`src/rtl/rqa_pkg.sv`:
```
package rqa_pkg;
   typedef enum logic {
      ARB_IDLE = 1'b0,
      ARB_BUSY = 1'b1
   } arb_state_e;
endpackage

```
`src/rtl/rqa_occupancy.sv`:
```
module rqa_occupancy #(
   parameter int DEPTH = 4,
   parameter int CNT_W = $clog2(DEPTH + 1)
) (
   input  logic             clk,
   input  logic             rst_n,
   input  logic             tick_i,
   input  logic             done_ok_i,
   input  logic             queue_dis_i,
   output logic [CNT_W-1:0] occ_o,
   output logic             pending_o,
   output logic             high_o,
   output logic             ovf_o
);
   localparam logic [CNT_W-1:0] CAP_FULL = CNT_W'(DEPTH);
   localparam logic [CNT_W-1:0] CAP_ONE  = CNT_W'(1);

   logic [CNT_W-1:0] cnt_q, cnt_d, base, cap;
   logic             accept, drop, ovf_q;

   always_comb begin
      cap    = queue_dis_i ? CAP_ONE : CAP_FULL;
      base   = (done_ok_i && cnt_q != '0) ? cnt_q - CNT_W'(1) : cnt_q;
      accept = tick_i && (base < cap);
      drop   = tick_i && !accept;
      cnt_d  = accept ? base + CNT_W'(1) : base;
   end

   always_ff @(posedge clk) begin
      if (!rst_n) begin
         cnt_q <= '0;
         ovf_q <= 1'b0;
      end else begin
         cnt_q <= cnt_d;
         if (drop) ovf_q <= 1'b1;
      end
   end

   assign occ_o     = cnt_q;
   assign pending_o = (cnt_q != '0);
   assign high_o    = (cnt_q != '0) && (cnt_q >= cap);
   assign ovf_o     = ovf_q;

   AST_OCC_MAX: assert property (@(posedge clk) disable iff (!rst_n)
      cnt_q <= CAP_FULL);
   AST_DIS_CAP: assert property (@(posedge clk) disable iff (!rst_n)
      (queue_dis_i && cnt_q <= CAP_ONE) |=> (cnt_q <= CAP_ONE));
   AST_NO_UNDERFLOW: assert property (@(posedge clk) disable iff (!rst_n)
      (cnt_q == '0 && !tick_i) |=> (cnt_q == '0));
   AST_OVF_STICKY: assert property (@(posedge clk) disable iff (!rst_n)
      ovf_q |=> ovf_q);
endmodule

```
`src/rtl/rqa_row_pick.sv`:
```
module rqa_row_pick #(
   parameter int NROWS = 8,
   parameter int ROW_W = $clog2(NROWS)
) (
   input  logic             clk,
   input  logic             rst_n,
   input  logic [NROWS-1:0] mask_i,
   input  logic             advance_i,
   output logic [ROW_W-1:0] row_o,
   output logic             any_o
);
   localparam int SUM_W = ROW_W + 1;
   localparam logic [SUM_W-1:0] ROWS_S = SUM_W'(NROWS);
   localparam logic [ROW_W-1:0] TOP_ROW = ROW_W'(NROWS - 1);

   logic [ROW_W-1:0] ptr_q;
   logic [ROW_W-1:0] cand [NROWS];
   logic [ROW_W-1:0] sel;
   logic             found;

   for (genvar k = 0; k < NROWS; k++) begin : g_cand
      logic [SUM_W-1:0] sum;
      assign sum     = {1'b0, ptr_q} + SUM_W'(k);
      assign cand[k] = (sum >= ROWS_S) ? ROW_W'(sum - ROWS_S) : ROW_W'(sum);
   end

   always_comb begin
      sel   = ptr_q;
      found = 1'b0;
      for (int k = 0; k < NROWS; k++) begin
         if (!found && mask_i[cand[k]]) begin
            sel   = cand[k];
            found = 1'b1;
         end
      end
   end

   always_ff @(posedge clk) begin
      if (!rst_n)         ptr_q <= '0;
      else if (advance_i) ptr_q <= (sel == TOP_ROW) ? '0 : sel + ROW_W'(1);
   end

   assign row_o = sel;
   assign any_o = |mask_i;

   AST_ROW_POPULATED: assert property (@(posedge clk) disable iff (!rst_n)
      any_o |-> mask_i[row_o]);
endmodule

```
`src/rtl/rqa_grant.sv`:
```
module rqa_grant
   import rqa_pkg::*;
(
   input  logic clk,
   input  logic rst_n,
   input  logic pending_i,
   input  logic high_i,
   input  logic any_i,
   input  logic other_i,
   input  logic done_i,
   output logic grant_o,
   output logic done_ok_o
);
   arb_state_e state_q, state_d;
   logic       start;

   always_comb begin
      start     = (state_q == ARB_IDLE) && pending_i && any_i && (high_i || !other_i);
      grant_o   = (state_q == ARB_BUSY) || start;
      done_ok_o = done_i && grant_o;
      state_d   = (grant_o && !done_ok_o) ? ARB_BUSY : ARB_IDLE;
   end

   always_ff @(posedge clk) begin
      if (!rst_n) state_q <= ARB_IDLE;
      else        state_q <= state_d;
   end

   AST_HP_WINS: assert property (@(posedge clk) disable iff (!rst_n)
      (high_i && any_i && pending_i) |-> grant_o);
   AST_GRANT_HELD: assert property (@(posedge clk) disable iff (!rst_n)
      (grant_o && !done_i) |=> grant_o);
endmodule

```
`src/rtl/refresh_queue_arbiter.sv`:
```
module refresh_queue_arbiter #(
   parameter int DEPTH = 4,
   parameter int NROWS = 8,
   localparam int CNT_W = $clog2(DEPTH + 1),
   localparam int ROW_W = $clog2(NROWS)
) (
   input  logic             clk,
   input  logic             rst_n,
   input  logic             tick_i,
   input  logic             other_req_i,
   input  logic             queue_dis_i,
   input  logic [NROWS-1:0] row_populated_i,
   input  logic             refresh_done_i,
   output logic             grant_o,
   output logic             high_prio_o,
   output logic [ROW_W-1:0] row_o,
   output logic [CNT_W-1:0] occupancy_o,
   output logic             overflow_o
);
   if (DEPTH < 1) begin : g_bad_depth
      $error("refresh_queue_arbiter: DEPTH must be at least 1");
   end
   if (NROWS < 2) begin : g_bad_rows
      $error("refresh_queue_arbiter: NROWS must be at least 2");
   end

   logic pending, high, any_row, done_ok;

   rqa_occupancy #(.DEPTH(DEPTH), .CNT_W(CNT_W)) u_occ (
      .clk        (clk),
      .rst_n      (rst_n),
      .tick_i     (tick_i),
      .done_ok_i  (done_ok),
      .queue_dis_i(queue_dis_i),
      .occ_o      (occupancy_o),
      .pending_o  (pending),
      .high_o     (high),
      .ovf_o      (overflow_o)
   );

   rqa_row_pick #(.NROWS(NROWS), .ROW_W(ROW_W)) u_row (
      .clk      (clk),
      .rst_n    (rst_n),
      .mask_i   (row_populated_i),
      .advance_i(done_ok),
      .row_o    (row_o),
      .any_o    (any_row)
   );

   rqa_grant u_arb (
      .clk      (clk),
      .rst_n    (rst_n),
      .pending_i(pending),
      .high_i   (high),
      .any_i    (any_row),
      .other_i  (other_req_i),
      .done_i   (refresh_done_i),
      .grant_o  (grant_o),
      .done_ok_o(done_ok)
   );

   assign high_prio_o = high;

   AST_YIELD_TO_OTHERS: assert property (@(posedge clk) disable iff (!rst_n)
      (grant_o && !$past(grant_o) && !high_prio_o) |-> !other_req_i);
   AST_NO_ROWS_NO_GRANT: assert property (@(posedge clk) disable iff (!rst_n)
      (row_populated_i == '0 && !grant_o) |=> (row_populated_i != '0 || !grant_o));
endmodule

```
`config.mk`:
```
export PLATFORM = sky130hd
export DESIGN_NAME = refresh_queue_arbiter
export DESIGN_NICKNAME = d
export VERILOG_FILES = /design/src/rtl/rqa_pkg.sv /design/src/rtl/rqa_occupancy.sv /design/src/rtl/rqa_row_pick.sv /design/src/rtl/rqa_grant.sv /design/src/rtl/refresh_queue_arbiter.sv
export SDC_FILE = /design/constraint.sdc
export NUM_CORES = 1
export LEC_CHECK = 0
export BUFFER_PORTS_ARGS = -buffer_cell sky130_fd_sc_hd__buf_4
export CAP_MARGIN = 20
export CELL_PAD_IN_SITES_DETAIL_PLACEMENT = 1
export CELL_PAD_IN_SITES_GLOBAL_PLACEMENT = 2
export CORE_ASPECT_RATIO = 0.7
export CORE_MARGIN = 10
export CORE_UTILIZATION = 38
export CTS_CLUSTER_SIZE = 12
export DETAILED_ROUTE_END_ITERATION = 12
export GPL_ROUTABILITY_DRIVEN = 0
export PLACE_DENSITY_LB_ADDON = 0.1
export SLEW_MARGIN = 40
export SYNTH_ARGS = -nofsm -noshare
export SYNTH_HDL_FRONTEND = slang
export SYNTH_HIERARCHICAL = 1
export SYNTH_SLANG_ARGS = --single-unit
```
`constraint.sdc`:
```
create_clock -name clk -period 6.3 [get_ports clk]
set_input_delay 1.26 -clock clk [delete_from_list [all_inputs] [get_ports clk]]
set_output_delay 1.26 -clock clk [all_outputs]
set_load 0.005 [all_outputs]
```
After elaboration in Yosys (flattened, before gate mapping)
Index checks and enable logic that the tools add are counted.
W data, S select, Z words.
{ "classes": {"n_lt_le_gt_ge": 18, "eq_ne": 1, "add_sub_neg": 18, "bitwise_logic": 1, "mux": 44, "reduce_logical": 30} }
{ "op_table": {"columns": ["op", "count"], "rows": [
  ["$mux W3", 20],
  ["$lt A3 B4 Y1 const B", 8],
  ["$ge A4 B4 Y1 const B", 7],
  ["$sub A3 B1 Y3 const B", 9],
  ["$bmux W1 S3", 8],
  ["$add A3 B3 Y4 const B", 4],
  ["$logic_and A1 B1 Y1", 16],
  ["$mux W1", 16],
  ["$logic_not A1 Y1", 10],
  ["$add A3 B2 Y4 const B", 2],
  ["$reduce_or A8 Y1", 1],
  ["$add A3 B1 Y3 const B", 2],
  ["$add A3 B1 Y4 const B", 1],
  ["$ge A3 B4 Y1 const B", 1],
  ["$eq A3 B3 Y1 const B", 1],
  ["$ge A3 B3 Y1", 1],
  ["$lt A3 B3 Y1", 1],
  ["$reduce_bool A3 Y1", 1],
  ["$logic_or A1 B1 Y1", 2],
  ["$not A1 Y1", 1]
]} }
{ "word_totals": {"regBits": 8, "out_inout_bits": 9} }

Logic depth before layout (Yosys ltp)
{ "depth": {"ltp_word": 28, "depth_mapped": 16, "depth_no_buf": 16} }

Hierarchy
Netlist, hierarchy kept.
{ "by_module_without_submodules": {"columns": ["module", "cells_per_inst", "n_inst", "area_per_inst_um2", "seq_area_each_um2"], "rows": [
  ["rqa_row_pick", 109, 1, 1071.0, 60.1],
  ["rqa_occupancy", 48, 1, 384.1, 80.1],
  ["rqa_grant", 6, 1, 56.3, 20.0]
]} }

Worst setup path after synthesis
OpenSTA, ideal clock, no wires.
{ "synth_path": {"path_kind": "input port to flip-flop", "startpoint": "input queue_dis_i", "endpoint": "register u_occ.cnt_q[1] (netlist: u_occ/occ_o[1])", "path_slack_ns": 2.148, "path_stages": 15, "setup_ns": 0.161, "arrival_time_ns": 3.991, "path_cell_list": "ha_1 nor2_1 nand2_1 a21oi_1 nor2_1 nand2b_1 a31oi_2 nor2b_1 nand2_1 mux2_2 ha_1 or3b_1 nor2_1 xor2_1 a311oi_1"} }
{ "synth_via": {"elab_chain_len": 12, "word_cells_on_any_way": 13, "classes_between": "add/sub: 1; order compare: 2; mux: 3; reduce/logical: 7"} }
{ "synth_lines": {"columns": ["item", "line_no", "rtl"], "rows": [
  ["start: declaration", "refresh_queue_arbiter.sv:11", "input logic queue_dis_i,"],
  ["$mux W3 *", "rqa_occupancy.sv:22", "cap = queue_dis_i ? CAP_ONE : CAP_FULL;"],
  ["$ge A3 B3 Y1 *", "rqa_occupancy.sv:41", "assign high_o = (cnt_q != '0) && (cnt_q >= cap);"],
  ["$logic_and A1 B1 Y1 *", "rqa_occupancy.sv:41", null],
  ["net high_prio_o", "refresh_queue_arbiter.sv:15", "output logic high_prio_o,"],
  ["$logic_or A1 B1 Y1 *", "rqa_grant.sv:18", "start = (state_q == ARB_IDLE) && pending_i && any_i && (high_i || !other_i);"],
  ["$logic_and A1 B1 Y1 *", "rqa_grant.sv:18", null],
  ["$logic_or A1 B1 Y1 *", "rqa_grant.sv:19", "grant_o = (state_q == ARB_BUSY) || start;"],
  ["$logic_and A1 B1 Y1 *", "rqa_grant.sv:20", "done_ok_o = done_i && grant_o;"],
  ["net done_ok", "refresh_queue_arbiter.sv:27", "logic pending, high, any_row, done_ok;"],
  ["$logic_and A1 B1 Y1 *", "rqa_occupancy.sv:23", "base = (done_ok_i && cnt_q != '0) ? cnt_q - CNT_W'(1) : cnt_q;"],
  ["$mux W3 *", "rqa_occupancy.sv:23", null],
  ["$lt A3 B3 Y1", "rqa_occupancy.sv:24", "accept = tick_i && (base < cap);"],
  ["$logic_and A1 B1 Y1", "rqa_occupancy.sv:24", null],
  ["$mux W3 *", "rqa_occupancy.sv:26", "cnt_d = accept ? base + CNT_W'(1) : base;"],
  ["end signal: assignment", "rqa_occupancy.sv:34", "cnt_q <= cnt_d;"],
  ["end: declaration", "rqa_occupancy.sv:18", "logic [CNT_W-1:0] cnt_q, cnt_d, base, cap;"]
]} }
The timed path passes the listed nets; every way through them passes the cells marked *.
A chain may end at the register's enable or synchronous reset.

Final worst setup path
{ "layout_path": {"startpoint": "register u_row.ptr_q[0]", "endpoint": "output row_o[0]"} }
{ "layout_via": {"elab_chain_len": 26, "word_cells_on_any_way": 76, "classes_between": "add/sub: 15; order compare: 8; mux: 39; reduce/logical: 14"} }
{ "layout_lines": {"columns": ["item", "line_no", "rtl"], "rows": [
  ["start: declaration", "rqa_row_pick.sv:16", "logic [ROW_W-1:0] ptr_q;"],
  ["start signal: assignment", "rqa_row_pick.sv:40", "else if (advance_i) ptr_q <= (sel == TOP_ROW) ? '0 : sel + ROW_W'(1);"],
  ["branches (longest 25 deep; another with $add A3 B1 Y4)", null, null],
  ["$mux W3 *", "rqa_row_pick.sv:31", "if (!found && mask_i[cand[k]]) begin"],
  ["end: declaration", "refresh_queue_arbiter.sv:16", "output logic [ROW_W-1:0] row_o,"]
]} }
Mark *: on every way between the ends. The select of a mux whose other input is x is not followed.

==> flow_metrics.tcl <==
set metrics [dict create \
    endpoint_kind "primary output" \
    post_cts_resized 0 \
    hold_class "reg2reg" \
    synthCells 163 \
    std_cell_rows 19 \
    cts-buffers-inserted 3 \
    drc 0 \
    die_w_um 95.4 \
    rsz0062_at_grt "false" \
    grt_pass1_vias 1468 \
    final.setup_skew_ps 3.20 \
    grt_pass1_wl_um 7750 \
    critPathMaxFanout 13 \
    holdWs_ps 471 \
    final_cell_area_mm2 0.00176 \
    post_cts_buffers 0 \
    synth-async-reset-ratio_pct 0 \
    die_h_um 72.8 \
    reg2regPathDepth 12 \
    overflow 0 \
    finalCriticalPeriod_ps 5160 \
    path_class "reg2out" \
    worstHoldEndpoint "u_occ/ovf_o" \
    yosys_warnings 6 \
    synth_cell_type_count 55 \
    drtAntennaViolNets 0 \
    clk_pin_slew_worst_paths_ps 40 \
    p_leak_nw 0.683 \
    start_util_pct 39.0 \
    worstPathArrival_ps 3900 \
    synth_seq_cells 8 \
    dp.cells 233 \
    hold_viol 0 \
    startpoint_type "register" \
    synthTopCellsByArea "mux4_2, dfxtp_1, mux4_1" \
    synth_area_mm2 0.00151 \
    setup_violations 0 \
    yosys-top-cells-count "nor2_1, nand2_1" \
    grt_antenna_before_repair 0 \
    drtPass1Iterations 4 \
    hpwl_um 3660 \
    hold_start "u_occ/ovf_o" \
    r2r-start "u_row/ptr_q[0]" \
    cts.sinks 8 \
    synthFlopType "dfxtp_1" \
    drt_iter0_markers 70 \
    status "complete, no violations" \
    h-tree-depth 1 \
    relSlewSlack_pct 54.0 \
    r2r_setup_slack_ps 1730 \
    core_area_mm2 0.00387 \
    cts_root_buf "clkbuf_8" \
    place_area_mm2 0.00172 \
    pin_count 23 \
    yosys.area.top_type_share_pct 13.4 \
    syn_area_per_cell_um2 9.27 \
    cts_tree "done" \
    ir_drop_mv 0.211 \
    antenna-diode-count 0 \
    vias_per_cell 5.86 \
    nNetsFinal 209 \
    tightest_slew_ps 689 \
    final_cells 236 \
    hold_depth 1 \
    syn_to_final_growth_pct 16.5 \
    synth-edff-count 0 \
    vias 1384 \
    ys_seq_area_share_pct 10.6 \
    max_freq_mhz 194 \
    post_drt_wl_per_cell_um 19.3 \
    timing_max_transition_violations_final 0 \
    portBuffers 22 \
    tns_ps 0 \
    p_per_area_mw_per_mm2 481 \
    fin_ws_ps 1140 \
    grt_max_degree 16 \
    track_usage_pct 13.8 \
    cap_violations 0 \
    critPathRequiredTime_ps 5040 \
    pre_cts_slack_ps 1380 \
    fin_crit_sh_pct 81.9 \
    synth.most_common_cell "nor2_1" \
    die_area_mm2 0.00694 \
    hold_buffers 0 \
    worstSkewPairLatency_ps 230 \
    regToRegEndpoint "u_row/ptr_q[0]" \
    routed_wl_um 4550 \
    synth_top_area_cell "mux4_2" \
    syn_nets 186 \
    drive_above_1_share_pct 28.3 \
    clk_path_buf_depth 2 \
    fillers 455 \
]
## registers in the layout (all words and copies together), names as in the netlist
register,cells
u_arb/state_q,1
u_occ/ovf_o,1
u_row/ptr_q,3
u_occ/occ_o,3
## report_power, final
group | total, mW | switching, mW | internal (mW)
registers | 0.0924 | 0.0288 | 0.0637
logic | 0.695 | 0.371 | 0.324
clock network | 0.0604 | 0.0191 | 0.0413
total | 0.848 | 0.419 | 0.429
## final cells by class
class | count | area (µm²) | share of cell area, %
flip-flops and latches | 8 | 160 | 9.10
multi-input cells | 140 | 1270 | 71.9
well taps | 52 | 65.1 | 3.70
repair buffers | 24 | 180 | 10.2
clock buffers | 3 | 41.3 | 2.35
inverters | 9 | 47.5 | 2.70
## stage by stage
| step | utilization [%] | power (mW) |
|---|---|---|
| final | 45.4 | 0.848 |
| after global routing | 45.4 | 0.929 |
| after CTS | 45.4 | 0.848 |
| after detailed placement | 44.4 | 0.782 |
| after global placement | 44.4 | 0.772 |
| after floorplan | - | 0.583 |
## layer usage
layer / vias to the layer above / share of wire, % / track usage (%)
met5: - / 0 / 0
met2: 35 / 41 / 19.2
li1: 673 / - / -
met1: 674 / 54 / 21.1
met3: 2 / 5.0 / 3.70
met4: 0 / 0.26 / 1.47
## worst max-delay path by stage
stage / start / to / slack [ps] / cells past startpoint
final: u_row/ptr_q[0] / row_o[0] / 1140 / 8
after global routing: u_row/ptr_q[0] / row_o[2] / 880 / 9
after CTS: u_row/ptr_q[0] / row_o[0] / 1120 / 8
after detailed placement: u_row/ptr_q[0] / row_o[0] / 1380 / 8
after global placement: u_row/ptr_q[0] / row_o[0] / 1450 / 8
after floorplan: queue_dis_i / u_occ/occ_o[1] / 2150 / 15
## kinds of logic (layout without fill, tap and decap cells)
kind of cell | count (synthesis) | after routing | synth area share, %
compound gates | 37 | 37 | 18.5
xor+xnor | 8 | 8 | 4.64
fa+ha+maj | 9 | 9 | 7.45
buf+inv | 15 | 36 | 5.63
flops | 8 | 8 | 10.6
mux | 27 | 27 | 31.3
simple gates | 59 | 59 | 21.9
## cells in the final DEF (no fill, tap or decap), drive strengths merged, types with 3 or more instances in the layout
| cell type | n |
|---|---|
| nor3 | 5 |
| nor4 | 3 |
| clkbuf | 3 |
| mux2i | 9 |
| xnor2 | 5 |
| nor2 | 13 |
| buf | 24 |
| mux4 | 14 |
| ha | 9 |
| nand2 | 11 |
| nand3 | 3 |
| dfxtp | 8 |
| nor2b | 6 |
| inv | 8 |
| xor2 | 3 |
| nand2b | 4 |
| mux2 | 4 |
| a21oi | 9 |
| o21ai | 10 |
## critical path, stage by stage (launching register included)
cell and delay [ps]:
dfxtp_1 680, bufinv_8 300, ha_1 620, mux4_1 680, mux2_4 330, or3_4 410
a31oi_4 220, xnor2_1 240, buf_4 190
(Power assumes the default switching activity.)
